`config.mk`:
```
export PLATFORM = sky130hd
export DESIGN_NAME = onewire_master
export DESIGN_NICKNAME = d
export VERILOG_FILES = /design/src/rtl/owm_pkg.sv /design/src/rtl/owm_tick.sv /design/src/rtl/owm_sync.sv /design/src/rtl/owm_slot.sv /design/src/rtl/onewire_master.sv
export SDC_FILE = /design/constraint.sdc
export NUM_CORES = 1
export LEC_CHECK = 0
export ABC_CLOCK_PERIOD_IN_PS = 4100
export BUFFER_PORTS_ARGS = -buffer_cell sky130_fd_sc_hd__buf_2
export CORE_ASPECT_RATIO = 2
export CORE_MARGIN = 2
export CORE_UTILIZATION = 36
export DETAILED_ROUTE_END_ITERATION = 8
export SLEW_MARGIN = 30
export SYNTH_ARGS = -nofsm -noshare
export SYNTH_HDL_FRONTEND = slang
export SYNTH_SLANG_ARGS = --single-unit
```
`constraint.sdc`:
```
create_clock -name clk -period 4.1 [get_ports clk]
set_input_delay 0.82 -clock clk [delete_from_list [all_inputs] [get_ports clk]]
set_output_delay 0.82 -clock clk [all_outputs]
set_load 0.02 [all_outputs]
```
`src/rtl/owm_pkg.sv`:
```
package owm_pkg;

   localparam int US_W = 10;
   localparam logic [US_W-1:0] US_ONE = US_W'(1);

   typedef enum logic [1:0] {
      SK_RESET = 2'd0,
      SK_W0    = 2'd1,
      SK_W1    = 2'd2,
      SK_READ  = 2'd3
   } slot_kind_e;

   typedef enum logic [1:0] {
      OP_NONE  = 2'd0,
      OP_READ  = 2'd1,
      OP_WRITE = 2'd2,
      OP_WRRD  = 2'd3
   } op_e;

   typedef struct packed {
      logic [US_W-1:0] low;
      logic [US_W-1:0] samp;
      logic [US_W-1:0] len;
   } slot_tm_t;

   function automatic slot_tm_t mk_tm(input int l, input int s, input int n);
      slot_tm_t t;
      t.low  = US_W'(l);
      t.samp = US_W'(s);
      t.len  = US_W'(n);
      return t;
   endfunction

   // Low time, sample point and slot length, all in microseconds from slot start.
   function automatic slot_tm_t slot_timing(input slot_kind_e k, input logic od, input logic late);
      slot_tm_t t;
      unique case (k)
         SK_RESET: t = od ? mk_tm(48, 56, 96)  : mk_tm(480, 550, 960);
         SK_W0:    t = od ? mk_tm(8, 9, 10)    : mk_tm(60, 61, 70);
         SK_W1:    t = od ? mk_tm(1, 2, 10)    : mk_tm(6, 7, 70);
         default:  t = od ? mk_tm(1, late ? 7 : 2, 10)
                          : mk_tm(6, late ? 50 : 16, 70);
      endcase
      return t;
   endfunction

endpackage

```
`src/rtl/owm_tick.sv`:
```
module owm_tick #(
   parameter int DIV = 125
) (
   input  logic clk,
   input  logic rst_n,
   input  logic clr,
   output logic tick
);

   generate
      if (DIV < 1) begin : g_bad
         $error("owm_tick: DIV must be at least 1");
      end
      if (DIV == 1) begin : g_pass
         assign tick = ~clr;
      end else begin : g_div
         localparam int CW = $clog2(DIV);
         logic [CW-1:0] cnt;
         always_ff @(posedge clk or negedge rst_n) begin
            if (!rst_n)                       cnt <= '0;
            else if (clr || tick)             cnt <= '0;
            else                              cnt <= cnt + CW'(1);
         end
         assign tick = (cnt == CW'(DIV - 1)) && !clr;
      end
   endgenerate

endmodule

```
`src/rtl/owm_sync.sv`:
```
module owm_sync #(
   parameter int STAGES = 2
) (
   input  logic clk,
   input  logic rst_n,
   input  logic d,
   output logic q
);

   generate
      if (STAGES < 0) begin : g_bad
         $error("owm_sync: STAGES must not be negative");
      end
      if (STAGES == 0) begin : g_direct
         assign q = d;
      end else begin : g_chain
         logic [STAGES-1:0] sh;
         always_ff @(posedge clk or negedge rst_n) begin
            if (!rst_n) sh <= '1;
            else begin
               sh[0] <= d;
               for (int i = 1; i < STAGES; i++) sh[i] <= sh[i-1];
            end
         end
         assign q = sh[STAGES-1];
      end
   endgenerate

endmodule

```
`src/rtl/owm_slot.sv`:
```
module owm_slot
   import owm_pkg::*;
#(
   parameter int CLK_PER_US = 125
) (
   input  logic       clk,
   input  logic       rst_n,
   input  logic       start,
   input  logic       abort,
   input  slot_kind_e kind,
   input  logic       od,
   input  logic       late,
   input  logic       line_s,
   output logic       active,
   output logic       drive_low,
   output logic       done,
   output logic       sample
);

   logic            tick;
   logic [US_W-1:0] cnt;
   slot_kind_e      kind_q;
   slot_tm_t        tm;
   logic            sample_now;

   owm_tick #(.DIV(CLK_PER_US)) u_tick (
      .clk  (clk),
      .rst_n(rst_n),
      .clr  (start | abort),
      .tick (tick)
   );

   assign tm         = slot_timing(kind_q, od, late);
   assign drive_low  = active && (cnt < tm.low);
   assign sample_now = active && tick && (cnt == tm.samp - US_ONE);
   assign done       = active && tick && !abort && (cnt == tm.len - US_ONE);

   always_ff @(posedge clk or negedge rst_n) begin
      if (!rst_n) begin
         active <= 1'b0;
         cnt    <= '0;
         kind_q <= SK_RESET;
         sample <= 1'b1;
      end else if (abort) begin
         active <= 1'b0;
      end else if (start) begin
         active <= 1'b1;
         cnt    <= '0;
         kind_q <= kind;
      end else if (active && tick) begin
         if (sample_now) sample <= line_s;
         if (cnt == tm.len - US_ONE) active <= 1'b0;
         else                        cnt    <= cnt + US_ONE;
      end
   end

   // the line is only sampled once the master has released it
   a_r9_sample_after_release: assert property (@(posedge clk) disable iff (!rst_n)
      sample_now |-> !drive_low);

endmodule

```
`src/rtl/onewire_master.sv`:
```
module onewire_master
   import owm_pkg::*;
#(
   parameter int CLK_PER_US  = 125,
   parameter int SYNC_STAGES = 2,
   parameter int SIZE_W      = 2,
   localparam int MAX_BYTES  = 1 << SIZE_W,
   localparam int DATA_W     = 8 * MAX_BYTES
) (
   input  logic              clk,
   input  logic              rst_n,
   input  logic              cfg_we,
   input  logic              cfg_rst_req,
   input  logic [1:0]        cfg_op,
   input  logic [SIZE_W-1:0] cfg_size,
   input  logic              cfg_overdrive,
   input  logic              cfg_late,
   input  logic              cfg_skip_pres,
   input  logic [DATA_W-1:0] tx_data,
   input  logic              line_in,
   output logic              line_drive_low,
   output logic [DATA_W-1:0] rx_data,
   output logic              busy,
   output logic              no_presence,
   output logic              op_done,
   output logic              rst_done,
   output logic              rst_pending,
   output logic [1:0]        op_pending
);

   localparam int DW_W  = $clog2(DATA_W);
   localparam int IDX_W = $clog2(2 * DATA_W) + 1;

   generate
      if (CLK_PER_US < 1) begin : g_bad_div
         $error("onewire_master: CLK_PER_US must be at least 1");
      end
      if (SIZE_W < 1 || SIZE_W > 3) begin : g_bad_size
         $error("onewire_master: SIZE_W must be 1 to 3");
      end
   endgenerate

   logic              line_s;
   logic              rst_flag;
   op_e               op_reg;
   logic [SIZE_W-1:0] size_reg;
   logic [DATA_W-1:0] tx_lat;
   logic [DATA_W-1:0] rx_reg;
   logic [IDX_W-1:0]  idx;
   logic              launch;
   logic              nopres_q;
   logic              op_done_q;
   logic              rst_done_q;

   logic              host_rst;
   logic              host_op;
   logic [IDX_W-1:0]  nbits;
   logic [IDX_W-1:0]  total;
   logic              wr_phase;
   logic [DW_W-1:0]   rd_pos;
   slot_kind_e        kind;
   logic              slot_active;
   logic              slot_drive;
   logic              slot_done;
   logic              slot_sample;

   owm_sync #(.STAGES(SYNC_STAGES)) u_sync (
      .clk  (clk),
      .rst_n(rst_n),
      .d    (line_in),
      .q    (line_s)
   );

   assign busy     = rst_flag || (op_reg != OP_NONE);
   assign host_rst = cfg_we && cfg_rst_req;
   assign host_op  = cfg_we && !cfg_rst_req && (cfg_op != 2'd0) && !busy;

   assign nbits    = IDX_W'((int'(size_reg) + 1) * 8);
   assign total    = (op_reg == OP_WRRD) ? (nbits << 1) : nbits;
   assign wr_phase = (op_reg == OP_WRITE) || ((op_reg == OP_WRRD) && (idx < nbits));
   assign rd_pos   = (op_reg == OP_WRRD) ? DW_W'(idx - nbits) : DW_W'(idx);

   always_comb begin
      if (rst_flag)      kind = SK_RESET;
      else if (wr_phase) kind = tx_lat[DW_W'(idx)] ? SK_W1 : SK_W0;
      else               kind = SK_READ;
   end

   owm_slot #(.CLK_PER_US(CLK_PER_US)) u_slot (
      .clk      (clk),
      .rst_n    (rst_n),
      .start    (launch),
      .abort    (host_rst),
      .kind     (kind),
      .od       (cfg_overdrive),
      .late     (cfg_late),
      .line_s   (line_s),
      .active   (slot_active),
      .drive_low(slot_drive),
      .done     (slot_done),
      .sample   (slot_sample)
   );

   always_ff @(posedge clk or negedge rst_n) begin
      if (!rst_n) begin
         rst_flag   <= 1'b0;
         op_reg     <= OP_NONE;
         size_reg   <= '0;
         tx_lat     <= '0;
         rx_reg     <= '0;
         idx        <= '0;
         launch     <= 1'b0;
         nopres_q   <= 1'b0;
         op_done_q  <= 1'b0;
         rst_done_q <= 1'b0;
      end else begin
         launch     <= 1'b0;
         op_done_q  <= 1'b0;
         rst_done_q <= 1'b0;
         if (host_rst) begin
            rst_flag <= 1'b1;
            op_reg   <= op_e'(cfg_op);
            size_reg <= cfg_size;
            tx_lat   <= tx_data;
            idx      <= '0;
            launch   <= 1'b1;
            if (cfg_op != 2'd0) rx_reg <= '0;
         end else if (host_op) begin
            op_reg   <= op_e'(cfg_op);
            size_reg <= cfg_size;
            tx_lat   <= tx_data;
            rx_reg   <= '0;
            idx      <= '0;
            launch   <= 1'b1;
         end else if (slot_done) begin
            if (rst_flag) begin
               rst_flag   <= 1'b0;
               rst_done_q <= 1'b1;
               if (!cfg_skip_pres)     nopres_q <= slot_sample;
               if (op_reg != OP_NONE)  launch   <= 1'b1;
            end else if (op_reg != OP_NONE) begin
               if (!wr_phase) rx_reg[rd_pos] <= slot_sample;
               if (idx == total - IDX_W'(1)) begin
                  op_reg    <= OP_NONE;
                  op_done_q <= 1'b1;
               end else begin
                  idx    <= idx + IDX_W'(1);
                  launch <= 1'b1;
               end
            end
         end
      end
   end

   assign line_drive_low = slot_drive;
   assign rx_data        = rx_reg;
   assign no_presence    = nopres_q;
   assign op_done        = op_done_q;
   assign rst_done       = rst_done_q;
   assign rst_pending    = rst_flag;
   assign op_pending     = op_reg;

   // no drive while nothing is pending
   a_r12_idle_no_drive: assert property (@(posedge clk) disable iff (!rst_n)
      !busy |-> !line_drive_low);

   // a slot is only launched with work pending
   a_r12_launch_busy: assert property (@(posedge clk) disable iff (!rst_n)
      launch |-> busy);

   // the two completion pulses never coincide
   a_r5_done_onehot: assert property (@(posedge clk) disable iff (!rst_n)
      $onehot0({op_done, rst_done}));

   // operation code reads zero once done is flagged
   a_r5_done_clears_op: assert property (@(posedge clk) disable iff (!rst_n)
      op_done |-> (op_pending == 2'd0));

   // the reset flag is clear when its done pulse appears
   a_r2_rst_done_clears: assert property (@(posedge clk) disable iff (!rst_n)
      rst_done |-> !rst_pending);

   // a reset request never yields an operation done pulse next
   a_r11_abort_no_done: assert property (@(posedge clk) disable iff (!rst_n)
      host_rst |=> !op_done);

   // an operation request while busy leaves the code alone
   a_r13_ignore_busy: assert property (@(posedge clk) disable iff (!rst_n)
      (cfg_we && !cfg_rst_req && (cfg_op != 2'd0) && busy)
      |=> ((op_pending == $past(op_pending)) || op_done));

endmodule

```
Word-level counts from Yosys, hierarchy flattened. Index checks and enable logic that the tools add are counted.

Add/sub/neg operators: 8. Magnitude comparators: 5. Equal/unequal tests: 14. Muxes and demuxes: 68. Bitwise operators: 5. Reduce and logical (&&, ||, !) cells: 39.

Operators by type and width (count): $mux 32 (9); $pmux 30 s3 (1); $mux 7 (8); $mux 23 (2); $bwmux 32 (1); $mux 10 (3); $mux 29 (1); $mux 1 (26); $mux 26 (1); $mux 2 (11); $eq 10x10->1 (2); $sub 10x1->10 const B (2); $reduce_bool 3->1 (5); $add 7x1->7 const B (2); $logic_and 1x1->1 (12); $lt 5x6->1 const B (2); $reduce_and 4->1 (3); $add 10x1->10 const B (1); $lt 10x10->1 (1); $reduce_and 5->1 (2); $reduce_bool 2->1 (5); $eq 7x7->1 (1); $eq 7x7->1 const B (1); $lt 7x6->1 (1); 22 further kinds (36).

Register bits after elaboration: 103.

Longest topological paths before layout. Gate-level depths: netlist (run 1).

Word-level depth: 14. Depth in mapped cells: 13. Depth with buffers taken out: 10.

Hierarchy. A second synthesis (run 1) with hierarchy kept.

Cells, all modules: 703. Area, all modules: 6054.6 µm².

By module, submodules not included: onewire_master (instances 1, cells an instance 482, area an instance 4161.5 µm²); owm_slot (instances 1, cells an instance 186, area an instance 1480.2 µm²); owm_tick (instances 1, cells an instance 33, area an instance 360.3 µm²); owm_sync (instances 1, cells an instance 2, area an instance 52.6 µm²).

Least setup slack after synthesis (run 1). OpenSTA, ideal clock, no wires.

Kind: input -> register. Start point: input cfg_overdrive. End point: register nopres_q (netlist: no_presence). Setup time: 0.128 ns. Arrival time: 3.509 ns. Required time: 3.972 ns. Setup slack: 0.463 ns. Cell stages on the path: 12. Path buffers: 3. Cells stage by stage: buf_2 -> buf_6 -> clkbuf_1 -> or2_2 -> ha_1 -> ha_1 -> xnor2_2 -> mux2i_1 -> o32ai_4 -> nand3_2 -> or4_1 -> mux2_1.

Cells in the longest elaborated chain, start to end: 6.

Ends and longest elaborated chain: start, declared (RTL line onewire_master.sv:16) `input logic cfg_overdrive,`; $mux 23, or another cell as far along (RTL line owm_pkg.sv:41) `default: t = od ? mk_tm(1, late ? 7 : 2, 10)`; $pmux 30 s3 * (RTL line owm_pkg.sv:37) `unique case (k)`; $sub 10x1->10 * (RTL line owm_slot.sv:36) `assign done = active && tick && !abort && (cnt == tm.len - US_ONE);`; $eq 10x10->1 * (RTL line owm_slot.sv:36); $logic_and 1x1->1 * (RTL line owm_slot.sv:36); $reduce_and 5->1 (no source line) *; end signal, assigned (RTL line onewire_master.sv:139) `if (!cfg_skip_pres) nopres_q <= slot_sample;`; end, declared (RTL line onewire_master.sv:51) `logic nopres_q;`.

Mark *: on every way between the ends. The rest lies on a longest branch, timed or not. A chain may end at the register's enable or synchronous reset.

Worst setup path after layout (run 1).
Start point: input cfg_overdrive. End point: output line_drive_low.

Cells in the longest elaborated chain, start to end: 4.

Ends and longest elaborated chain: $mux 23, or another cell as far along (RTL line owm_pkg.sv:41); $pmux 30 s3 * (RTL line owm_pkg.sv:37); $lt 10x10->1 * (RTL line owm_slot.sv:34) `assign drive_low = active && (cnt < tm.low);`; $logic_and 1x1->1 * (RTL line owm_slot.sv:34); end, declared (RTL line onewire_master.sv:21) `output logic line_drive_low,`.

Marked as above.

==> results of run 1 <==
==> cells in the final DEF (no fill, tap or decap), drive strengths merged, types with 6 or more instances in the layout <==
cell type,n
nand2,177
dfrtp,100
mux2i,46
inv,15
xnor2,10
and2,6
a21oi,20
mux4,10
nor3,19
nand2b,12
nor2,15
xor2,11
ha,21
nand4,9
a31oi,6
buf,95
clkbuf,10
o21ai,13
nand3,40
==> logic make-up after synthesis <==
logic type | Yosys count | synth area share [%]
simple gates | 308 | 23.5
fa+ha+maj | 22 | 4.66
compound gates | 82 | 9.78
flops | 103 | 42.6
xor+xnor | 21 | 3.16
buf+inv | 56 | 4.27
mux | 60 | 12.0
==> layer usage <==
| metal | vias to the layer above | GRT usage, % | wire [um] |
|---|---|---|---|
| li1 | 2401 | - | - |
| met1 | 2351 | 24.8 | 6790 |
| met2 | 124 | 27.6 | 7120 |
| met3 | 16 | 3.13 | 746 |
| met4 | 0 | 4.40 | 228 |
| met5 | - | 0 | 0 |
==> final cells by class <==
class                      count  share of cell area [%]
timing repair buffer          95                    7.37
inverter                      14                   0.757
clock buffer                  10                    3.44
tap                          207                    3.73
sequential                   103                    37.2
multi-input combinational    493                    46.8
clock inverter                 6                   0.739
==> synthesized netlist by cell type (6+ instances only) <==
cell | n | area share (%)
sky130_fd_sc_hd__a31oi_1 | 6 | 0.62
sky130_fd_sc_hd__buf_2 | 8 | 0.66
sky130_fd_sc_hd__and2_1 | 6 | 0.62
sky130_fd_sc_hd__nor3_1 | 19 | 1.6
sky130_fd_sc_hd__nand4_1 | 9 | 0.93
sky130_fd_sc_hd__xor2_1 | 11 | 1.6
sky130_fd_sc_hd__dfrtp_1 | 100 | 41
sky130_fd_sc_hd__nand2b_1 | 12 | 1.2
sky130_fd_sc_hd__o21ai_0 | 11 | 0.91
sky130_fd_sc_hd__clkbuf_1 | 25 | 1.5
sky130_fd_sc_hd__ha_1 | 21 | 4.3
sky130_fd_sc_hd__xnor2_1 | 9 | 1.3
sky130_fd_sc_hd__a21oi_1 | 19 | 1.6
sky130_fd_sc_hd__nand2_1 | 176 | 11
sky130_fd_sc_hd__mux2i_1 | 46 | 7.6
sky130_fd_sc_hd__inv_1 | 13 | 0.80
sky130_fd_sc_hd__nor2_1 | 15 | 0.93
sky130_fd_sc_hd__nand3_1 | 39 | 3.2
sky130_fd_sc_hd__mux4_2 | 10 | 3.7
==> power by group through the flow <==
| stage | Combinational, uW | Sequential, uW | Clock (uW) |
|---|---|---|---|
| 2_1_floorplan | 198 | 1120 | 0 |
| 3_3_place_gp | 287 | 1130 | 0 |
| 3_5_place_dp | 292 | 1130 | 0 |
| 4_1_cts | 296 | 1110 | 861 |
| 5_1_grt | 333 | 1120 | 903 |
| 6_report | 292 | 1110 | 839 |
==> worst max-delay path: cells and delay by family <==
kind | cells | cell delay, ps
compound gates | 2 | 400
buf+inv | 3 | 570
fa+ha+maj | 1 | 340
simple gates | 2 | 520
==> through the flow <==
stage / area (um2) / setup WS (ps) / util, % / hold WS (ps)
2_1_floorplan: 6060 / 463 / - / 345
3_3_place_gp: 6640 / 511 / 40.0 / 348
3_5_place_dp: 6650 / 529 / 40.0 / 349
4_1_cts: 6940 / 613 / 41.8 / 359
5_1_grt: 6940 / 514 / 41.8 / 369
6_report: 6940 / 627 / 41.8 / 358
==> worst min-delay path by stage <==
stage	start	endpoint	slack, ps	depth (start not counted)
floorplan	u_sync.g_chain.sh[0]$_DFF_PN1_	u_sync.g_chain.sh[1]$_DFF_PN1_	350	0
finish	u_sync.g_chain.sh[0]$_DFF_PN1_	u_sync.g_chain.sh[1]$_DFF_PN1_	360	0
global placement	u_sync.g_chain.sh[0]$_DFF_PN1_	u_sync.g_chain.sh[1]$_DFF_PN1_	350	0
global route	u_sync.g_chain.sh[0]$_DFF_PN1_	u_sync.g_chain.sh[1]$_DFF_PN1_	370	0
detailed placement	u_sync.g_chain.sh[0]$_DFF_PN1_	u_sync.g_chain.sh[1]$_DFF_PN1_	350	0
CTS	u_sync.g_chain.sh[0]$_DFF_PN1_	u_sync.g_chain.sh[1]$_DFF_PN1_	360	0
==> run summary, run 1 <==
The multi-input combinational cells in the finished layout cover a total of 0.00324 mm2. Pin placement for this block handled 84 I/O pins. The die covers 0.0180 mm2.

The number of cells on the worst reg-to-reg path works out to 12. For this block, the routed nets add up to 14.9 mm of wire. The total global routing track utilization was 17.5%. When the netlist entered floorplanning its net count stood at 718. The final critical delay including setup and external delays is 3470 ps. The layout has 1675 filler cells. At the end of routability-driven placement, the weighted congestion stood at 0.807.

The count of nets left with antenna violations once routing finished came out at 0. The region available for standard cell placement spans 0.0166 mm2. The post-CTS setup repair buffer count came out at 0. Power spread over the standard cell area amounts to 323 mW/mm2.

The share of total power dissipated in the clock network is 37.5%. The logs give 2240 uW for the total power and 0 for the number of maximum-capacitance violations. The count of input and output buffers came out at 83. The data arrival at the endpoint of the critical path is 2650 ps, and the insertion delay to the later sink of the worst-skew pair is 350 ps. The average detailed-routed wire length per instance is 16.0 um.

Sequential cells account for 49.5% of the total power. The run gives 0 as the max-slew violation count. After clock tree synthesis, the clock-pin slew on the worst setup and hold paths is 70 ps. Along the worst path, the maximum fanout reaches 13. The number of placed instances with taps included is 912. The critical path goes through buf_2 -> buf_4 -> or3_1 -> ha_1 -> a211oi_1 -> nand2_1 -> a31oi_1 -> buf_2.

The count of hold-fix buffers inserted at cts is 0, and the number of failing setup endpoints in the final timing report is 0. STA classifies the critical path startpoint as a primary input. After synthesis the netlist holds a flip-flop and latch count of 103. In the routed design, unresolved DRC markers number 0. The most frequent cell on the critical path is sky130_fd_sc_hd__buf_2. The largest single stage delay on the critical path is 420 ps.

Setup repair after global routing left no endpoint under its margin. The cell count after synthesis came out at 652. The synthesized design contains 0 enable-type register cells. The worst setup path is captured at an output pin. Summed over all cells, the static leakage comes to 0.00347 uW. The number of search-and-repair iterations in the first detailed-routing pass was 5; the proportion of synthesized chip area in sequential cells was 42.6%. The Yosys step of the flow raised 0 warnings.

The startpoint identified for the worst register-to-register timing path is u_slot.kind_q[1]$_DFFE_PN0P_. The netlist uses 62 different library cells. Internal power summed over all cells: 1620 uW.

The run gives 73 as the largest net degree at the start of global routing. In this run, the combinational gates consume 13.0% of the power. The headroom to the max-slew limit is 51.4%, and the number of buffers created by CTS is 9. The tools report the via count of the first global-routing pass as 4880. Net switching is 27.5% of the power. The floorplan die height came out at 188 um. The worst register-to-register path ends at rx_data[31]$_DFFE_PN0P_. The setup check on the worst reg-to-reg path leaves a slack of 830 ps.

The class of the most critical setup path is primary input to output pin. On the critical path, the stage with the largest delay is an instance of sky130_fd_sc_hd__or3_1. The number of cell rows is 67, and the share of flip-flops with an asynchronous set or reset is 100%. The first-pass GRT wire length is 25.3 mm.

The run finished with clean final reports. The detailed router finished its first iteration with 321 violations. The final sum of negative setup slack is 0 ps, and the total net switching power is 616 uW. The repair_antennas step left the layout with diodes totalling 0.

Type of the most critical hold path: register to register. The final cell count without fillers is 928, and the post-synthesis cell area is 0.00606 mm2. The clock drives 103 sinks. The via-per-instance ratio works out to 5.27. The wire-length estimate of the detail-placed layout is 10.4 mm. The starting density of the core was 36.5%. Measured along the x axis, the die boundary spans 95.8 um. The fraction of final layout cells sized beyond drive strength 1 was 19.6%.

Clock root buffer: sky130_fd_sc_hd__clkbuf_16. The H-tree was split into 3 levels. The area growth from synthesis to final layout works out to 14.4%. The critical path ends at line_drive_low.

The tools report the count of instances resized after the clock tree is built as 0. Predominant post-synthesis flop cell: sky130_fd_sc_hd__dfrtp_1. TritonCTS built the clock tree. The final hold violation count is 0, and the final clock period utilization by the worst path is 84.7%. Timing would allow up to 288 MHz.

No sink is reached through more buffers than the 2 on the longest clock path. The run gives 4892 as the total via count after detailed routing. The data required time at the worst endpoint was 3280 ps; the final global-route overflow total was 0.

The most critical setup path has its startpoint at cfg_overdrive. Across the VDD grid, the largest voltage drop is 264 uV. The logs give 0 for the number of antenna violations at the first check in global routing and 0.00258 mm2 for the sequential cell area.

For the pin with the worst max-slew slack, the measured transition is 721 ps. The tools report the final clock skew as 12.1 ps. The net total in the final layout came out at 782.

Dividing the synthesized area by the synthesized cell count gives 9.30 um2.
Note: power is estimated with default switching activity, not from simulation.
==> run 2, diff against run 1 <==
--- a/config.mk
+++ b/config.mk
@@ -5,7 +5,8 @@
 export SDC_FILE = /design/constraint.sdc
 export NUM_CORES = 1
 export LEC_CHECK = 0
-export ABC_CLOCK_PERIOD_IN_PS = 4100
+export ABC_AREA = 1
+export ABC_CLOCK_PERIOD_IN_PS = 2900
 export BUFFER_PORTS_ARGS = -buffer_cell sky130_fd_sc_hd__buf_2
 export CORE_ASPECT_RATIO = 2
 export CORE_MARGIN = 2
==> constraint.sdc (replaced) <==
create_clock -name clk -period 2.9 [get_ports clk]
set_input_delay 0.58 -clock clk [delete_from_list [all_inputs] [get_ports clk]]
set_output_delay 0.58 -clock clk [all_outputs]
set_load 0.02 [all_outputs]
==> run 2 against run 1 <==
Against the previous run:
- first-iteration DRC count increased by 9.0%
- non-clock buffer count increased by 18
- combinational power increased to 4.6 times the previous value
- die area increased by 9.2%
- critical path type is now register to output pin
==> run summary, run 2 <==
The flow ran to the end, and the final reports show no timing, DRC or antenna violations. In the final routing, the length of wire on met1 measures 7.49 mm. The insertion delay to the later sink of the worst-skew pair came out at 360 ps. TritonCTS built the clock tree.

Dividing the detail-routed via count by the number of cells gives 5.12. After synthesis, the share of flip-flops with an asynchronous set or reset is 100%. Entering global routing, the biggest net connects 65 pins. The number of buffers created by CTS is 9, and the fill cell total of the finished layout is 1965.

After synthesis the netlist holds a flip-flop and latch count of 103. For the H-tree depth reported by CTS, the log shows 3. The predominant post-synthesis flop cell is sky130_fd_sc_hd__dfrtp_1.

The starting density of the core is 36.5%, and the data required time at the worst endpoint is 2320 ps. The adder and majority gate portion of the synthesized area works out to 4.26%. The library cell used most frequently in the layout, excluding fill and tap cells, is sky130_fd_sc_hd__nand2_1. Dividing the final minimum period by the clock period gives 95.4%. For this run, the total global-route usage over all layers was measured as 20.9%. Post-CTS timing repair inserted 0 buffers for setup.

The area growth from synthesis to layout is 16.6%. The synthesized netlist contains 39 unique library cells. Setup repair after global routing left no endpoint under its margin.

Deepest clock path buffer count: 2. The run gives 32.3 mm as the first-pass GRT wire length. The average detailed-routed wire length per instance is 15.7 um. The multi-input combinational cells in the finished layout cover a total of 0.00349 mm2.

Timing would allow up to 362 MHz. The TritonCTS sink count came out at 103. Across the run, the number of max-cap violations was 0. The via count of the first global-routing pass is 6460.

At the pin with the least slew margin, the transition time is 570 ps. After routing the design area is 0.00775 mm2. The worst register-to-register path has a depth of 11. The floorplan die height works out to 196 um. The clock transition at the register clock pins on the worst setup and hold paths after CTS is 70 ps. The synthesized netlist devotes 38.5% of its cell area to simple gates. Met2 wirelength from detailed routing: 11.0 mm. In the post-synthesis netlist, the biggest area contributors are sky130_fd_sc_hd__dfrtp_1 (38%), sky130_fd_sc_hd__nand2_1 (22%), sky130_fd_sc_hd__nand4_1 (6.4%), sky130_fd_sc_hd__inv_1 (5.7%), sky130_fd_sc_hd__ha_1 (4.0%). By count the netlist is led by sky130_fd_sc_hd__nand2_1 (387), sky130_fd_sc_hd__inv_1 (101), sky130_fd_sc_hd__dfrtp_1 (100), sky130_fd_sc_hd__nand4_1 (68), sky130_fd_sc_hd__nor2_1 (68). The worst register-to-register path ends at rx_data[13]$_DFFE_PN0P_.

The class of the most critical setup path was register to output pin. The run gives 84 as the number of placed I/O pins. The critical path starts at u_slot.kind_q[1]$_DFFE_PN0P_.

The DRC marker count from the first detailed-route iteration is 350, and the count of input and output buffers is 83. The largest area contributor in the synthesized netlist was sky130_fd_sc_hd__dfrtp_1. Setup violations remaining at the end of the flow were counted as 0. Once placement finished, the instance area stood at 0.00742 mm2. The worst hold path belongs to the class primary input to asynchronous set/reset pin.

The synthesized netlist devotes 2.64% of its cell area to XOR and XNOR gates. The tools report the Yosys warning count as 0. Largest family of logic cells by synthesized area: simple AND/OR/NAND/NOR gates.

Of all nets on the critical path, the largest fanout is 6. The worst register-to-register path begins at size_reg[0]$_DFFE_PN0N_. For this run the aggregate overflow at the end of global routing stands at 0.

The worst setup path is captured at an output pin. The capturing instance or port of the critical path is line_drive_low. Summed over all nets, wire length on met3 after detailed routing comes to 598 um. The run gives 10.2 ps as the final clock skew. For the worst setup path, the data arrival time is 2190 ps. The mean cell area of the mapped netlist is 6.86 um2. Dividing total power by cell area gives a power density of 551 mW/mm2. Sequential cell area: 0.00258 mm2.

The cell count after synthesis came out at 969. Count of flip-flops with a built-in enable after synthesis: 0. The run gives 4 as the number of search-and-repair iterations in the first detailed-routing pass. The final route contains 6502 vias.

Sequential cells were found to cover 38.9% of the synthesized design area. Wires add up to 20.0 mm. The mux share of post-synthesis cell area works out to 0%.

Synthesis produced a netlist with a net count of 1035. The peak supply drop was 349 uV; the complex-gate fraction of the synthesized area was 6.76%. The uppermost signal routing layer after detailed routing is met4.

The die covers 0.0196 mm2. Final hold violation count: 0. The cell with the most instances after synthesis was sky130_fd_sc_hd__nand2_1.

The top cell types in the final layout, fill and taps aside, are sky130_fd_sc_hd__nand2_1 (384), sky130_fd_sc_hd__inv_1 (100), sky130_fd_sc_hd__dfrtp_1 (100). In this run the cell area of the synthesized design comes to 0.00664 mm2. For the headroom to the max-slew limit, the log shows 62.0%. The initialized floorplan defines 70 standard-cell rows. Summed over all cells, the static leakage comes to 0.00439 uW. For the max-slew violation count, the log shows 0. The clock root buffer is sky130_fd_sc_hd__clkbuf_16. The placer's final routability congestion estimate is 1.02. After synthesis, the largest area contributor takes up 37.7% of total cell area. The x dimension of the die was 100 um; the number of inserted diodes was 0.

Detailed placement finished with a half-perimeter wire length of 14.7 mm. In this run the standard cell core region covers 0.0182 mm2. The net total in the final layout came out at 1115. The final sum of negative setup slack is 0 ps.

Number of antenna-violating nets in the routed design: 0. After layout, the minimum clock period comes to 2770 ps. For this run, design rule violations remaining after detail routing come to 0. Kind of start point of the critical path: a register. The number of antenna violations at the first check in global routing was 0; the fraction of final layout cells sized beyond drive strength 1 was 14.4%. For the worst-case register-to-register setup slack, the log shows 250 ps.
## run 2: cell types whose count changed after synthesis, sizes merged, moves of 12 or more
cell    change
o21ai      +34
nor2       +57
inv        +91
nand4      +59
nand2     +213
mux2i      -46
nand2b     -12
## run 2: cells by family after synthesis
| kind of cell | count (synthesis) |
|---|---|
| simple gates | 595 |
| buf+inv | 149 |
| flops | 103 |
| compound gates | 80 |
| fa+ha+maj | 22 |
| xor+xnor | 20 |
## run 2: layout make-up
type / count / share of cell area [%]
Clock buffer: 11 / 3.13
Clock inverter: 5 / 0.549
Tap cell: 216 / 3.49
Sequential cell: 103 / 33.3
Timing Repair Buffer: 113 / 9.41
Multi-Input combinational cell: 717 / 45.0
Inverter: 105 / 5.09
## run 2: worst min path at each step
stage	slack, ps	start	endpoint
global route	260	rst_n	size_reg[1]$_DFFE_PN0N_
finish	210	rst_n	tx_lat[8]$_DFFE_PN0N_
floorplan	280	rst_n	idx[0]$_DFFE_PN0P_
global placement	350	u_sync.g_chain.sh[0]$_DFF_PN1_	u_sync.g_chain.sh[1]$_DFF_PN1_
detailed placement	350	u_sync.g_chain.sh[0]$_DFF_PN1_	u_sync.g_chain.sh[1]$_DFF_PN1_
CTS	230	rst_n	size_reg[0]$_DFFE_PN0N_
## run 2: timing repair
item	CTS	global route
endpoints found under the setup margin	1	10
pin swaps	0	1
gates cloned	0	1
hold buffers	0	0
gates resized for setup	1	10
## run 2: per-layer routing
metal	global-route usage, %	up-vias
met4	10.4	0
li1	-	3266
met3	2.67	53
met5	0	-
met1	21.9	3034
met2	39.6	149
## run 2: report_power, final
part | internal, uW | leakage, uW | switching [uW] | total [uW]
Clock | 614 | 0.000130 | 577 | 1190
Sequential | 1590 | 0.00135 | 155 | 1740
Combinational | 439 | 0.00292 | 899 | 1340
## run 2: per-stage QoR
| step | utilization [%] | hold slack [ps] | std cells | setup slack, ps | total power [uW] |
|---|---|---|---|---|---|
| after floorplan | - | 284 | 969 | 359 | 2610 |
| after global placement | 40.7 | 349 | 1253 | 174 | 3060 |
| after detailed placement | 40.7 | 355 | 1253 | 117 | 3080 |
| after CTS | 42.3 | 232 | 1269 | 12.3 | 4280 |
| after global routing | 42.5 | 257 | 1270 | 4.10 | 4570 |
| final | 42.5 | 213 | 1270 | 134 | 4270 |
## run 2: worst max-delay path, stage by stage, from the launching register on
cell,delay [ps]
sky130_fd_sc_hd__dfrtp_1,410
sky130_fd_sc_hd__buf_6,160
sky130_fd_sc_hd__nand2_2,80
sky130_fd_sc_hd__nand2_2,80
sky130_fd_sc_hd__inv_2,80
sky130_fd_sc_hd__o21ai_0,100
sky130_fd_sc_hd__ha_1,300
sky130_fd_sc_hd__nand2_1,100
sky130_fd_sc_hd__nor2_1,60
sky130_fd_sc_hd__o211ai_1,80
sky130_fd_sc_hd__o2111ai_1,120
sky130_fd_sc_hd__nor2_1,100
sky130_fd_sc_hd__buf_4,150
==> run 3, diff against run 2 <==
--- a/config.mk
+++ b/config.mk
@@ -11,6 +11,7 @@
 export CORE_ASPECT_RATIO = 2
 export CORE_MARGIN = 2
 export CORE_UTILIZATION = 36
+export CTS_BUF_LIST = sky130_fd_sc_hd__clkbuf_4 sky130_fd_sc_hd__clkbuf_8
 export DETAILED_ROUTE_END_ITERATION = 8
 export SLEW_MARGIN = 30
 export SYNTH_ARGS = -nofsm -noshare
==> run 3 against run 2 <==
Against the previous run:
- final cell count did not move
- die area did not move
- sequential cell count did not move
- via count barely moved
- worst setup slack got worse by 24 ps
- register-to-register slack barely moved
- power fell by 6.7%
- core utilization fell by 0.47 points
- critical endpoint unchanged
- highest routed layer unchanged
==> run summary, run 3 (synthesized netlist as in run 2, its figures left out) <==
Summed over all layers, the routed wires come to 20.0 mm. The final global-route overflow total was 0. The final route contains 6501 vias.

For the final database, setup skew stands at 15.9 ps. Once placement completed, the tool counted placed cells totaling 1253. The tools report the max-slew violation count as 0. After layout, the design draws a total of 3990 uW. From synthesis to final layout, the design area changed by 15.3%.

Using the TritonRoute via totals, the vias-per-cell ratio works out to 5.12. The tools report the headroom to the max-slew limit as 61.9%. The final critical path takes up 96.2% of the cycle.

The count of cells in the finished layout, fillers not included, comes to 1270. Fraction of final layout cells sized beyond drive strength 1: 14.6%. Subtracting the final worst setup slack from the clock period gives 2790 ps. STA puts the critical path data arrival time at 2210 ps. The tools report the sum of net half-perimeters after detailed placement as 14.7 mm. The detailed router finished its first iteration with 339 violations. The number of maximum-capacitance violations was 0; the upper clock frequency limit was 358 MHz.

The data required time at the worst endpoint came out at 2320 ps. In this run the worst path has a maximum fanout of 6. The die covers 0.0196 mm2. Prior to clock tree synthesis, the placed netlist has a worst setup slack of 117 ps. After the last flow step, the layout net total stands at 1115. The placer's final routability congestion estimate was 1.02; the number of placed I/O pins was 84. In the layout the commonest cells are sky130_fd_sc_hd__nand2_1 (384), sky130_fd_sc_hd__inv_1 (100), sky130_fd_sc_hd__dfrtp_1 (100). In this run the tool buffered the top-level ports with 83 buffer cells. In this run the static leakage power is 0.00435 uW. STA classifies the critical path startpoint as a register.

The floorplan core area came out at 0.0182 mm2. Setup repair after global routing could not meet its margin everywhere. STA classifies the critical path endpoint as an output pin.

Summing all multi-input logic gate instances after layout gives 0.00350 mm2. Entering global routing, the biggest net connects 65 pins. Via count of the first global-routing pass: 6480. The total global routing track utilization is 20.9%, and the transition time of the tightest slew-check pin is 572 ps. Number of cell rows: 70.

The run gives 0 as the final hold violation count. Power spread over the standard cell area amounts to 520 mW/mm2. First-pass GRT wire length: 32.4 mm. The count of hold-fix buffers inserted at cts came out at 0.

After clock tree synthesis, the clock-pin slew on the worst setup and hold paths is 110 ps. The x dimension of the die works out to 100 um. The H-tree was split into 3 levels.

The run gives 243 uV as the peak supply drop. The layout has 1981 filler cells. The number of failing setup endpoints in the final timing report is 0, and the starting density of the core is 36.5%.

Final worst-path setup slack: 110 ps. The flow ran to the end, and the final reports show no timing, DRC or antenna violations. The run gives 0 as the number of antenna-violating nets in the routed design.

The worst hold slack is 166 ps. The tools report the number of buffers created by CTS as 9. The first detailed-routing pass ran for 7 iterations.

The clock root buffer was sky130_fd_sc_hd__clkbuf_8. The run gives 0 as the post-CTS setup repair buffer count. Commonest non-fill, non-tap cell in the layout: sky130_fd_sc_hd__nand2_1. The DRC violations left came out at 0. For the number of antenna violations at the first check in global routing, the log shows 0. The critical path in this run is classified as register to output pin.

The repair_antennas step left the layout with diodes totalling 0. The average detailed-routed wire length per instance is 15.8 um, and the sequential cell area is 0.00258 mm2. The deepest clock path buffer count is 2.

The type of the most critical hold path is primary input to asynchronous set/reset pin. At the later pin of the worst-skew pair, clock insertion delay measures 400 ps. The floorplan die height is 196 um, and the TritonCTS sink count is 103. TritonCTS built the clock tree.
run 3: cell counts in the layout (fill, tap and decap cells not counted):
No cell type changed its count.
run 3: worst paths after layout:
kind | from | to | slack [ps] | cells after the start
hold / removal | rst_n | u_slot.cnt[7]$_DFFE_PN0P_ | 170 | 1
setup / recovery | u_slot.kind_q[1]$_DFFE_PN0P_ | line_drive_low | 110 | 12
hold reg to reg | u_sync.g_chain.sh[0]$_DFF_PN1_ | u_sync.g_chain.sh[1]$_DFF_PN1_ | 370 | 0
max in group asynchronous | rst_n | u_sync.g_chain.sh[1]$_DFF_PN1_ | 2050 | 2
min in group clk | line_in | u_sync.g_chain.sh[0]$_DFF_PN1_ | 280 | 1
setup reg to reg | size_reg[0]$_DFFE_PN0N_ | rx_data[13]$_DFFE_PN0P_ | 250 | 11
run 3: area by class of cell:
class	instances	share of cell area (%)
Sequential cell	103	33.7
Multi-Input combinational cell	717	45.7
Tap cell	216	3.53
Inverter	105	5.14
Clock inverter	5	0.555
Timing Repair Buffer	113	9.52
Clock buffer	11	1.89
run 3: timing repair:
action / in CTS / in global routing
gates resized for setup: 3 / 11
setup endpoints to repair: 1 / 9
cloned: 0 / 1
pin swaps: 0 / 1
run 3: critical path: stages, from the launching register on:
cell and delay, ps:
sky130_fd_sc_hd__dfrtp_1 420, sky130_fd_sc_hd__buf_6 160, sky130_fd_sc_hd__nand2_2 80, sky130_fd_sc_hd__nand2_2 80, sky130_fd_sc_hd__inv_2 80, sky130_fd_sc_hd__o21ai_1 80
sky130_fd_sc_hd__ha_1 290, sky130_fd_sc_hd__nand2_1 100, sky130_fd_sc_hd__nor2_1 60, sky130_fd_sc_hd__o211ai_1 80, sky130_fd_sc_hd__o2111ai_1 120, sky130_fd_sc_hd__nor2_1 100
sky130_fd_sc_hd__buf_4 150
run 3: metal layers:
metal  GRT usage [%]  vias up  share of wire [%]
li1                -     3264                  -
met1            22.0     3041                 38
met2            39.5      142                 55
met3            2.99       54                3.0
met4            10.5        0                4.4
met5               0        -                  0
run 3: through the flow:
step                instance area, um2  utilization [%]  TNS, ps
floorplan                         6640                -        0
finish                            7660             42.1        0
CTS                               7610             41.8        0
global placement                  7420             40.7        0
detailed placement                7420             40.7        0
global route                      7660             42.1    -11.8
run 3: report_power, final:
part | switching (uW) | internal, uW
clock | 549 | 353
combinational | 901 | 440
sequential | 157 | 1590
total | 1610 | 2380
